File: config.mk
export PLATFORM = sky130hd
export DESIGN_NAME = symcnt_recognizer
export DESIGN_NICKNAME = d
export VERILOG_FILES = /design/src/rtl/symcnt_pkg.sv /design/src/rtl/symcnt_decode.sv /design/src/rtl/symcnt_next.sv /design/src/rtl/symcnt_verdict.sv /design/src/rtl/symcnt_recognizer.sv
export SDC_FILE = /design/constraint.sdc
export NUM_CORES = 1
export LEC_CHECK = 0
export BUFFER_PORTS_ARGS = -buffer_cell sky130_fd_sc_hd__buf_2
export CORE_AREA = 2 2 39 41
export DETAILED_ROUTE_END_ITERATION = 16
export DIE_AREA = 0 0 41 43
export PLACE_DENSITY = 0.36
export SLEW_MARGIN = 30
export SYNTH_ARGS = -nofsm -noshare
export SYNTH_HDL_FRONTEND = slang
export SYNTH_HIERARCHICAL = 1
export SYNTH_SLANG_ARGS = --single-unit
export TNS_END_PERCENT = 5
File: constraint.sdc
create_clock -name clk -period 1.1 [get_ports clk]
set_input_delay 0 -clock clk [delete_from_list [all_inputs] [get_ports clk]]
set_output_delay 0 -clock clk [all_outputs]
set_load 0.01 [all_outputs]
File: src/rtl/symcnt_pkg.sv
package symcnt_pkg;

    localparam int SYM_W   = 2;
    localparam int STATE_W = 2;

    typedef enum logic [STATE_W-1:0] {
        ST_ZERO = 2'd0,
        ST_ONE  = 2'd1,
        ST_TWO  = 2'd2,
        ST_SAT  = 2'd3
    } cnt_state_t;

    typedef enum logic [SYM_W-1:0] {
        SYM_NEUTRAL = 2'b00,
        SYM_COUNTED = 2'b01,
        SYM_RESERVE = 2'b10,
        SYM_EOI     = 2'b11
    } sym_code_t;

    typedef struct packed {
        logic hold;     // neutral, reserved or idle
        logic bump;     // counted letter
        logic close;    // end-of-input
    } sym_class_t;

endpackage

File: src/rtl/symcnt_decode.sv
module symcnt_decode
    import symcnt_pkg::*;
(
    input  logic             valid_i,
    input  logic [SYM_W-1:0] code_i,
    output sym_class_t       cls_o
);

    always_comb begin
        cls_o = '{hold: 1'b1, bump: 1'b0, close: 1'b0};
        if (valid_i) begin
            unique case (sym_code_t'(code_i))
                SYM_COUNTED: cls_o = '{hold: 1'b0, bump: 1'b1, close: 1'b0};
                SYM_EOI:     cls_o = '{hold: 1'b0, bump: 1'b0, close: 1'b1};
                SYM_NEUTRAL: cls_o = '{hold: 1'b1, bump: 1'b0, close: 1'b0};
                SYM_RESERVE: cls_o = '{hold: 1'b1, bump: 1'b0, close: 1'b0};
                default:     cls_o = '{hold: 1'b1, bump: 1'b0, close: 1'b0};
            endcase
        end
    end

endmodule

File: src/rtl/symcnt_next.sv
module symcnt_next
    import symcnt_pkg::*;
(
    input  cnt_state_t cur_i,
    input  sym_class_t cls_i,
    output cnt_state_t nxt_o
);

    always_comb begin
        nxt_o = cur_i;
        if (cls_i.close) begin
            nxt_o = ST_ZERO;
        end else if (cls_i.bump) begin
            unique case (cur_i)
                ST_ZERO: nxt_o = ST_ONE;
                ST_ONE:  nxt_o = ST_TWO;
                ST_TWO:  nxt_o = ST_SAT;
                ST_SAT:  nxt_o = ST_SAT;
                default: nxt_o = ST_ZERO;
            endcase
        end
    end

endmodule

File: src/rtl/symcnt_verdict.sv
module symcnt_verdict
    import symcnt_pkg::*;
(
    input  logic       clk,
    input  logic       rst,
    input  cnt_state_t state_i,
    input  logic       sat_mode_i,
    input  logic       close_i,
    output logic       accept_now_o,
    output logic       done_o,
    output logic       verdict_o
);

    cnt_state_t target;

    always_comb begin
        target       = sat_mode_i ? ST_SAT : ST_TWO;
        accept_now_o = (state_i == target);
    end

    always_ff @(posedge clk) begin
        if (rst) begin
            done_o    <= 1'b0;
            verdict_o <= 1'b0;
        end else begin
            done_o <= close_i;
            if (close_i) begin
                verdict_o <= accept_now_o;
            end
        end
    end

    AST_VERDICT_CAPTURE: assert property (@(posedge clk) disable iff (rst)
        close_i |=> (done_o && verdict_o == $past(accept_now_o)))
        else $error("verdict capture");

    AST_VERDICT_HOLD: assert property (@(posedge clk) disable iff (rst)
        !close_i |=> (!done_o && $stable(verdict_o)))
        else $error("verdict hold");

endmodule

File: src/rtl/symcnt_recognizer.sv
module symcnt_recognizer
    import symcnt_pkg::*;
(
    input  logic             clk,
    input  logic             rst,
    input  logic             sym_valid,
    input  logic [SYM_W-1:0] sym_code,
    input  logic             accept_at_sat,
    output logic             accept_now,
    output logic             verdict_done,
    output logic             verdict_accept
);

    sym_class_t cls;
    cnt_state_t state_q;
    cnt_state_t state_d;

    symcnt_decode u_decode (
        .valid_i (sym_valid),
        .code_i  (sym_code),
        .cls_o   (cls)
    );

    symcnt_next u_next (
        .cur_i (state_q),
        .cls_i (cls),
        .nxt_o (state_d)
    );

    always_ff @(posedge clk) begin
        if (rst) begin
            state_q <= ST_ZERO;
        end else begin
            state_q <= state_d;
        end
    end

    symcnt_verdict u_verdict (
        .clk          (clk),
        .rst          (rst),
        .state_i      (state_q),
        .sat_mode_i   (accept_at_sat),
        .close_i      (cls.close),
        .accept_now_o (accept_now),
        .done_o       (verdict_done),
        .verdict_o    (verdict_accept)
    );

    AST_HOLD_STATE: assert property (@(posedge clk) disable iff (rst)
        (!sym_valid || sym_code == SYM_NEUTRAL || sym_code == SYM_RESERVE)
        |=> $stable(state_q))
        else $error("state moved on hold");

    AST_COUNT_STEP: assert property (@(posedge clk) disable iff (rst)
        (sym_valid && sym_code == SYM_COUNTED && state_q != ST_SAT)
        |=> (state_q == cnt_state_t'($past(state_q) + 2'd1)))
        else $error("count step");

    AST_ABSORB: assert property (@(posedge clk) disable iff (rst)
        (sym_valid && sym_code == SYM_COUNTED && state_q == ST_SAT)
        |=> state_q == ST_SAT)
        else $error("saturation left");

    AST_RESTART: assert property (@(posedge clk) disable iff (rst)
        (sym_valid && sym_code == SYM_EOI) |=> state_q == ST_ZERO)
        else $error("no restart");

    AST_RESET_STATE: assert property (@(posedge clk)
        rst |=> (state_q == ST_ZERO && !verdict_done))
        else $error("reset state");

endmodule

## Word level (Yosys, flattened, before mapping)

Cells that the tools add are included.

- Add/subtract/negate cells: 0
- Multiply operators: 0
- Divide/modulo/power cells: 0
- Magnitude comparators: 0
- Eq/ne operators: 7
- Shifts and indexed selects: 0
- Mux-type cells: 4
- Bitwise logic cells: 0
- Reduce and logical (&&, ||, !) cells: 5

Operators by type and width:

| cell | number |
|---|---|
| $pmux 2 s3 | 2 |
| $eq 2x2->1 const B | 4 |
| $reduce_or 2->1 | 3 |
| $eq 2x1->1 const B | 2 |
| $logic_not 2->1 | 2 |
| $eq 2x2->1 | 1 |
| $mux 2 | 1 |
| $mux 1 | 1 |

- Register bits: 4
- Latch bits: 0
- Bits in writable memories: 0
- Bits in read-only memories: 0
- Bits of input ports: 6
- Output and inout port bits: 3
- Word-level logic and storage cells: 19
- Memories kept: 0

## Logic depth before layout (Yosys ltp)

Gate-level depths: netlist (run 1).

- Word-level depth: 5
- Gate-level depth with buffers: 4
- Mapped depth without buffers: 4

## Hierarchy

Netlist (run 1), hierarchy kept.

By module, submodules not included:

| module | times used | cells each | area an instance (sq um) | sequential area each (sq um) |
|---|---|---|---|---|
| symcnt_verdict | 1 | 7 | 86.3 | 40.0 |
| symcnt_recognizer | 1 | 4 | 52.6 | 40.0 |
| symcnt_next | 1 | 5 | 31.3 | 0.0 |
| symcnt_decode | 1 | 3 | 18.8 | 0.0 |

## Least setup slack after synthesis (run 1)

Ideal clock, no wire load.

- Kind: register to register
- From: register state_q[0]
- To: register state_q[0]
- Data arrival time: 0.665 ns
- Slack: 0.322 ns
- Cell stages (with the launch flop): 4
- Path buffers: 0
- Cell sequence: dfxtp_1 -> and3b_1 -> nor3_2 -> nor2b_1

- Word-level cells in the longest chain between the ends: 3

Ends and longest elaborated chain:

| what | line | RTL |
|---|---|---|
| start, declared | symcnt_recognizer.sv:15 | `cnt_state_t state_q;` |
| start signal, assigned | symcnt_recognizer.sv:34 | `state_q <= state_d;` |
| $eq 2x2->1 | symcnt_next.sv:14 | `unique case (cur_i)` |
| $reduce_or 2->1 (no source line) | -- |  |
| $pmux 2 s3 * | symcnt_next.sv:14 |  |

Mark *: on every way between the ends. The rest lies on a longest branch, timed or not.
A chain may end at the register's enable or synchronous reset.

## Final worst setup path (run 1)

- From: register state_q[0]
- To: output port accept_now

- Word-level cells in the longest chain between the ends: 1

Ends and longest elaborated chain:

| what | line | RTL |
|---|---|---|
| $eq 2x2->1 | symcnt_verdict.sv:18 | `accept_now_o = (state_i == target);` |
| end, declared | symcnt_recognizer.sv:9 | `output logic accept_now,` |

Every way passes these cells.

==> results_dict.tcl, run 1 <==
set metrics [dict create \
    clk_latency_ps 230 \
    top_layer "met3" \
    layout_commonest_cell "buf_2" \
    criticalPathCategory "register to primary output" \
    place_congestion 0.6096 \
    final_cells 46 \
    die_area_mm2 0.001763 \
    cts_sinks 4 \
    port_buffers 8 \
    grt_max_degree 5 \
    met3_length_um 10 \
    cp-start-kind "register" \
    cts.path.max_buffers 2 \
    r2r_slack_ps 260 \
    maxCapViolCount 0 \
    r2r-end "state_q[0]" \
    syn_inst 18 \
    r2r-start "state_q[1]" \
    setup_viol 0 \
    slew_violations 0 \
    rows 14 \
    period_needed_ps 1013 \
    wl_met2_um 221 \
    drcViolationCount 0 \
    cts_tree "yes" \
    root_buffer "clkbuf_4" \
    ios 9 \
    finalSetupTns_ps 0 \
    fin_crit_sh_pct 92.13 \
    syn_area_per_cell_um2 10.29 \
    num-fill-cells 156 \
    drt_pass1_iterations 5 \
    grt_use_total_pct 6.131 \
    worst_pin_slew_ps 167.7 \
    hold_viol 0 \
    grt_pass1_wl_um 641 \
    cts_setup_buffers 0 \
    die_w_um 41 \
    layout_common_cells "8 x buf_2, 3 x clkbuf_4, 3 x dfxtp_1" \
    syn-cell-area_um2 185.2 \
    hold_path_class "input pin to register" \
    cts_buffers 3 \
    dp_hpwl_um 279.5 \
    p_total_mw 0.3626 \
    antenna_found_initial 0 \
    core_mm2 0.001384 \
    crit_arrival_ps 1010 \
    finClkSkew_ps 6.055 \
    grt-ovfl-total 0 \
    critPathMaxFanout 4 \
    start_util_pct 13.38 \
    reg2reg_depth 3 \
    p_per_area_mw_per_mm2 1265 \
    dp_cells 42 \
    vias_per_cell 3.565 \
    yosys_warnings 6 \
    rsz0062_at_grt "false" \
    wl_met1_um 136 \
    fmax_ghz 0.9868 \
    cellLeakagePower_nw 0.1355 \
    cts.reportedPaths.clkPinSlew_ps 40 \
    wl_per_cell_um 8.022 \
    syn-num-nets 24 \
    critical_path_required_ps 1100 \
    ir_drop_v 0.0003331 \
    drtAntennaViolNets 0 \
    endpoint "accept_now" \
    area_growth_pct 54.73 \
    grt_pass1_vias 186 \
    status "finished, final reports clean" \
    slew-limit-headroom_pct 88.80 \
    num_vias 164 \
    crit_path_end_kind "primary output" \
    antennaDiodeCount 0 \
    crit_start "state_q[0]" \
    layout-drive-gt1-share_pct 53.33 \
    chipHeight_um 43 \
    drt_wl_total_um 369 \
    htree_levels 1 \
    drt_iter0_drc 1 \
    final_nets 38 \
]
## layer usage
| layer | track usage (%) | vias up |
|---|---|---|
| met5 | 0 | - |
| met4 | 8.000 | 0 |
| met3 | 4.712 | 0 |
| met2 | 8.438 | 2 |
| met1 | 4.194 | 74 |
| li1 | - | 88 |
## worst max-delay path, stage by stage (launching register included)
cell,delay (ps)
dfxtp_2,330
xnor2_2,130
and2_2,180
buf_2,130
## registers in the layout (all words and copies together) (netlist names)
| name | count |
|---|---|
| u_verdict/done_o | 1 |
| state_q | 2 |
| u_verdict/verdict_o | 1 |
## final cells by class
| type | instances | area (µm²) | share of cell area, % |
|---|---|---|---|
| well taps | 16 | 20.02 | 6.987 |
| flip-flops and latches | 4 | 81.33 | 28.38 |
| multi-input cells | 14 | 112.6 | 39.30 |
| clock buffers | 3 | 22.52 | 7.860 |
| repair buffers | 9 | 50.05 | 17.47 |
## worst min path at each step
stage                       start                  end  slack, ps  cells past startpoint
detailed placement            rst     u_verdict/done_o        240                      2
CTS                 accept_at_sat  u_verdict/verdict_o        170                      3
finish              accept_at_sat  u_verdict/verdict_o        170                      3
floorplan                     rst     u_verdict/done_o         70                      1
global placement              rst     u_verdict/done_o        240                      2
global route        accept_at_sat  u_verdict/verdict_o        180                      3
## where the power goes
group	internal [mW]	total [mW]	switching, mW	leakage, nW
logic	0.0215	0.0367	0.0151	0.0889
registers	0.149	0.152	0.00275	0.0328
clock network	0.121	0.174	0.0523	0.0138
## metrics by stage
step	utilization, %	area, µm²	hold slack [ps]	worst slack (ps)
floorplan	-	185.2	68.10	321.6
global placement	17.72	245.2	243.2	281.0
detailed placement	17.72	245.2	238.3	278.9
CTS	20.07	277.8	167.8	47.85
global route	20.71	286.5	177.1	40.97
finish	20.71	286.5	168.3	86.60
## what timing repair did
item,CTS,global route
endpoints found under the hold margin,3,0
gates resized for setup,0,2
hold buffers,1,0
setup endpoints to repair,0,1
(Power assumes the default switching activity.)
==> run 2: changes to the inputs <==
ABC_AREA = 1   (was unset)
PLACE_DENSITY = 0.37   (was 0.36)
==> results_dict.tcl, run 2 <==
set metrics [dict create \
    grt-ovfl-total 0 \
    critPathMaxFanout 4 \
    wl_per_cell_um 6.431 \
    final_nets 50 \
    clk_latency_ps 230 \
    status "finished, final reports clean" \
    syn-cell-area_um2 193.9 \
    htree_levels 1 \
    drt_pass1_iterations 2 \
    drtAntennaViolNets 0 \
    hold_viol 0 \
    holdPathStages 4 \
    worst_pin_slew_ps 149.3 \
    largest_register_ffs 2 \
    crit_family "flip-flops" \
    cts.reportedPaths.clkPinSlew_ps 40 \
    yosys_warnings 6 \
    crit_path_end_kind "primary output" \
    reg2reg_depth 5 \
    port_buffers 8 \
    yosys_most_used_dff "dfxtp_1" \
    critical_path_required_ps 1100 \
    syn_area_per_cell_um2 6.687 \
    layout_common_cells "9 x inv_1, 8 x buf_2, 7 x nor2_1" \
    r2r-end "state_q[0]" \
    grt_use_total_pct 6.219 \
    async_flop_share_pct 0 \
    regMostFlops "state_q" \
    ys_top_cells_by_count "9 x inv_1, 7 x nor2_1, 4 x dfxtp_1, 3 x nand2_1" \
    ys_ff_latch 4 \
    use_met1_pct 6.731 \
    period_needed_ps 952.6 \
    grt_max_degree 5 \
    fmax_ghz 1.050 \
    cts_tree "yes" \
    cts_buffers 3 \
    ys_seq_area_share_pct 41.29 \
    hp-start "accept_at_sat" \
    drt_wl_total_um 373 \
    crit_path_top_delay_cell "dfxtp_1" \
    grt.met3_usage_pct 9.424 \
    crit_arrival_ps 950 \
    rsz0062_at_grt "false" \
    hold_end "u_verdict/verdict_o" \
    grt.met2_usage_pct 7.187 \
    p_per_area_mw_per_mm2 1286 \
    grt_pass1_vias 160 \
    synth_top_area_share_pct 41.29 \
    chipHeight_um 43 \
    die_w_um 41 \
    cp_common_cell "inv_1" \
    r2r_slack_ps 330 \
    area_growth_pct 51.61 \
    finalSetupTns_ps 0 \
    antenna_found_initial 0 \
    ir_drop_v 0.0005068 \
    fin_crit_sh_pct 86.60 \
    final_cells 58 \
    core_mm2 0.001384 \
    antennaDiodeCount 0 \
    grt_busiest_layer "met3" \
    place_congestion 0.6796 \
    layout-drive-gt1-share_pct 35.71 \
    num_vias 194 \
    cts_setup_buffers 0 \
    ios 9 \
    drcViolationCount 0 \
    synth-edff-count 0 \
    syn_inst 29 \
    synth.most_common_cell "inv_1" \
    cp_slowest_stage_delay_ps 360 \
    vias_per_cell 3.345 \
    start_util_pct 14.01 \
    cts.path.max_buffers 2 \
    yosys.area.top_type "dfxtp_1" \
    finClkSkew_ps 0.7724 \
    cts_resized 0 \
    setup_viol 0 \
    hold_path_class "input pin to register" \
    rows 14 \
    layout_commonest_cell "inv_1" \
    cellLeakagePower_nw 0.1555 \
    slew-limit-headroom_pct 90.02 \
    crit_chain "inv_1 -> nand2_1 -> nand3_2 -> inv_1 -> buf_2" \
    grt_pass1_wl_um 648 \
    criticalPathCategory "register to primary output" \
    maxCapViolCount 0 \
    cp-start-kind "register" \
    dp_cells 54 \
    die_area_mm2 0.001763 \
    cts_sinks 4 \
    critPathBufInv 3 \
    syn-num-nets 35 \
    synthTopCellsByArea "dfxtp_1 41%, inv_1 17%, nor2_1 14%" \
    top_regs "state_q x2, u_verdict/done_o x1, u_verdict/verdict_o x1" \
    r2r-start "state_q[0]" \
    slew_violations 0 \
    drt_iter0_drc 3 \
    yosysUniqueCellTypes 10 \
    root_buffer "clkbuf_4" \
]
run 2: final cells by class:
type	count	area (µm²)
fill	168	1090
inverter	9	33.78
timing repair buffer	10	57.56
tap	16	20.02
clock buffer	3	22.52
multi-input combinational	16	80.08
sequential	4	80.08
run 2: tightest hold or removal path, delay by kind of cell:
| kind | cells | cell delay [ps] |
|---|---|---|
| AND/OR/NAND/NOR | 2 | 120 |
| AO/OA/AOI/OAI | 1 | 40 |
| buffers and inverters | 1 | 80 |
run 2: repair_timing:
item,CTS,global route
endpoints found under the setup margin,0,0
hold buffers,1,0
endpoints found under the hold margin,3,0
run 2: cell families after synthesis:
group | after synthesis | share of synthesized area, %
and+or+nand+nor | 12 | 27.75
buffers and inverters | 9 | 17.42
DFF | 4 | 41.29
AOI/OAI and AO/OA | 4 | 13.55
run 2: stage by stage:
step | utilization [%] | total power, mW | instance area [µm²] | worst slack (ps) | hold WS, ps
after CTS | 21.25 | 0.3913 | 294.0 | 123.5 | 63.86
after detailed placement | 18.90 | 0.1932 | 261.5 | 334.4 | 216.4
after global routing | 21.25 | 0.4081 | 294.0 | 59.67 | 78.77
final | 21.25 | 0.3782 | 294.0 | 147.4 | 69.51
after global placement | 18.90 | 0.1930 | 261.5 | 326.1 | 213.9
after floorplan | - | 0.1741 | 193.9 | 402.5 | 71.16
run 2: report_power, final:
| part | internal [mW] | switching [mW] | total [mW] | leakage (nW) |
|---|---|---|---|---|
| logic | 0.0200 | 0.0191 | 0.0391 | 0.109 |
| clock network | 0.122 | 0.0633 | 0.186 | 0.0138 |
| registers | 0.151 | 0.00296 | 0.154 | 0.0325 |
run 2: how the worst max path moves through the flow:
stage                           from          to  slack, ps  depth (start not counted)
after CTS                 state_q[0]  accept_now        120                          5
after floorplan           state_q[0]  state_q[0]        400                          5
final                     state_q[0]  accept_now        150                          5
after detailed placement  state_q[0]  state_q[0]        330                          5
after global placement    state_q[0]  state_q[0]        330                          5
after global routing      state_q[0]  accept_now         60                          5
run 2: per-layer routing:
layer / up-vias / wire (µm) / part of all wire [%]
met5: - / 0 / 0
met4: 0 / 0 / 0
met3: 0 / 36 / 9.7
met2: 5 / 146 / 39
met1: 77 / 191 / 51
li1: 112 / - / -
==> run 3: changes to the inputs <==
RECOVER_POWER = 100   (was unset)
==> results_dict.tcl, run 3 (synthesized netlist as in run 2, its figures left out) <==
set metrics [dict create \
    chipHeight_um 43 \
    drt_iter0_drc 3 \
    area_growth_pct 49.68 \
    critPathMaxFanout 4 \
    root_buffer "clkbuf_4" \
    grt_max_degree 5 \
    port_buffers 8 \
    grt_use_total_pct 6.219 \
    place_congestion 0.6796 \
    cts.reportedPaths.clkPinSlew_ps 40 \
    grt-ovfl-total 0 \
    rows 14 \
    p_per_area_mw_per_mm2 1299 \
    grt_pass1_vias 160 \
    final_nets 50 \
    r2r_slack_ps 330 \
    rsz0062_at_grt "false" \
    maxCapViolCount 0 \
    hold_viol 0 \
    die_area_mm2 0.001763 \
    die_w_um 41 \
    slew_violations 0 \
    slew-limit-headroom_pct 88.55 \
    r2r-start "state_q[0]" \
    hp-start "accept_at_sat" \
    cts_buffers 3 \
    clk_latency_ps 230 \
    crit_path_end_kind "primary output" \
    top_regs "state_q x2, u_verdict/done_o x1, u_verdict/verdict_o x1" \
    holdWs_ps 70.76 \
    place_area_um2 261.5 \
    num_vias 194 \
    layout_common_cells "9 x inv_1, 7 x nor2_1, 5 x buf_2" \
    start_util_pct 14.01 \
    largest_register_ffs 2 \
    worst_slack_ps 145.8 \
    status "finished, final reports clean" \
    layout_commonest_cell "inv_1" \
    finalInstanceArea_um2 290.3 \
    drcViolationCount 0 \
    vias_per_cell 3.345 \
    preCtsSetupSlack_ps 334.4 \
    setup_viol 0 \
    cts.path.max_buffers 2 \
    hold_end "u_verdict/verdict_o" \
    worst_pin_slew_ps 171.8 \
    wl_per_cell_um 6.483 \
    drtAntennaViolNets 0 \
    final_cells 58 \
    criticalPathCategory "register to primary output" \
    drt_wl_total_um 376 \
    grt_pass1_wl_um 648 \
    cts_sinks 4 \
    cts_tree "yes" \
    cp-start-kind "register" \
    layout-drive-gt1-share_pct 28.57 \
    ios 9 \
    finClkSkew_ps 0.7725 \
    period_needed_ps 954.2 \
    fmax_ghz 1.048 \
    drt_pass1_iterations 2 \
    finalSetupTns_ps 0 \
    cellLeakagePower_nw 0.1445 \
    r2r-end "state_q[0]" \
    crit_arrival_ps 950 \
    antennaDiodeCount 0 \
    htree_levels 1 \
    reg2reg_depth 5 \
    holdPathStages 4 \
    hold_path_class "input pin to register" \
    core_mm2 0.001384 \
    ir_drop_v 0.0005066 \
    fin_crit_sh_pct 86.74 \
    dp_cells 54 \
    critical_path_required_ps 1100 \
    regMostFlops "state_q" \
    antenna_found_initial 0 \
]
[run 3: worst max path at each step]
stage                     slack [ps]          to        from
after detailed placement         330  state_q[0]  state_q[0]
after global placement           330  state_q[0]  state_q[0]
after global routing              60  accept_now  state_q[0]
after CTS                        120  accept_now  state_q[0]
after floorplan                  400  state_q[0]  state_q[0]
final                            150  accept_now  state_q[0]
[run 3: timing repair]
item | 4_1_cts | 5_1_grt
resized for setup | 0 | 0
endpoints found under the hold margin | 3 | 0
buffers inserted | 0 | 0
hold buffers | 1 | 0
[run 3: worst max-delay path: stages (launching register included)]
cell and delay, ps:
dfxtp_1 360, inv_1 50, nand2_1 60, nand3_2 80
inv_1 50, buf_2 110
[run 3: per-stage QoR]
| step | util (%) | power [mW] |
|---|---|---|
| 4_1_cts | 21.25 | 0.3913 |
| 3_5_place_dp | 18.90 | 0.1932 |
| 5_1_grt | 20.98 | 0.4070 |
| 2_1_floorplan | - | 0.1741 |
| 3_3_place_gp | 18.90 | 0.1930 |
| 6_report | 20.98 | 0.3772 |
[run 3: final cells by class]
cell class,instances,area [µm²]
Tap cell,16,20.02
Fill cell,170,1094
Sequential cell,4,80.08
Clock buffer,3,22.52
Inverter,9,33.78
Multi-Input combinational cell,16,80.08
Timing Repair Buffer,10,53.80
[run 3: power breakdown]
part | leakage [nW] | switching [mW] | internal [mW]
sequential | 0.0325 | 0.00306 | 0.151
clock | 0.0138 | 0.0633 | 0.122
combinational | 0.0981 | 0.0192 | 0.0188
[run 3: metal layers]
| metal | vias up | part of all wire, % | track usage [%] |
|---|---|---|---|
| li1 | 112 | - | - |
| met1 | 77 | 51 | 6.731 |
| met2 | 5 | 39 | 7.187 |
| met3 | 0 | 9.6 | 9.424 |
| met4 | 0 | 0 | 0 |
| met5 | - | 0 | 0 |
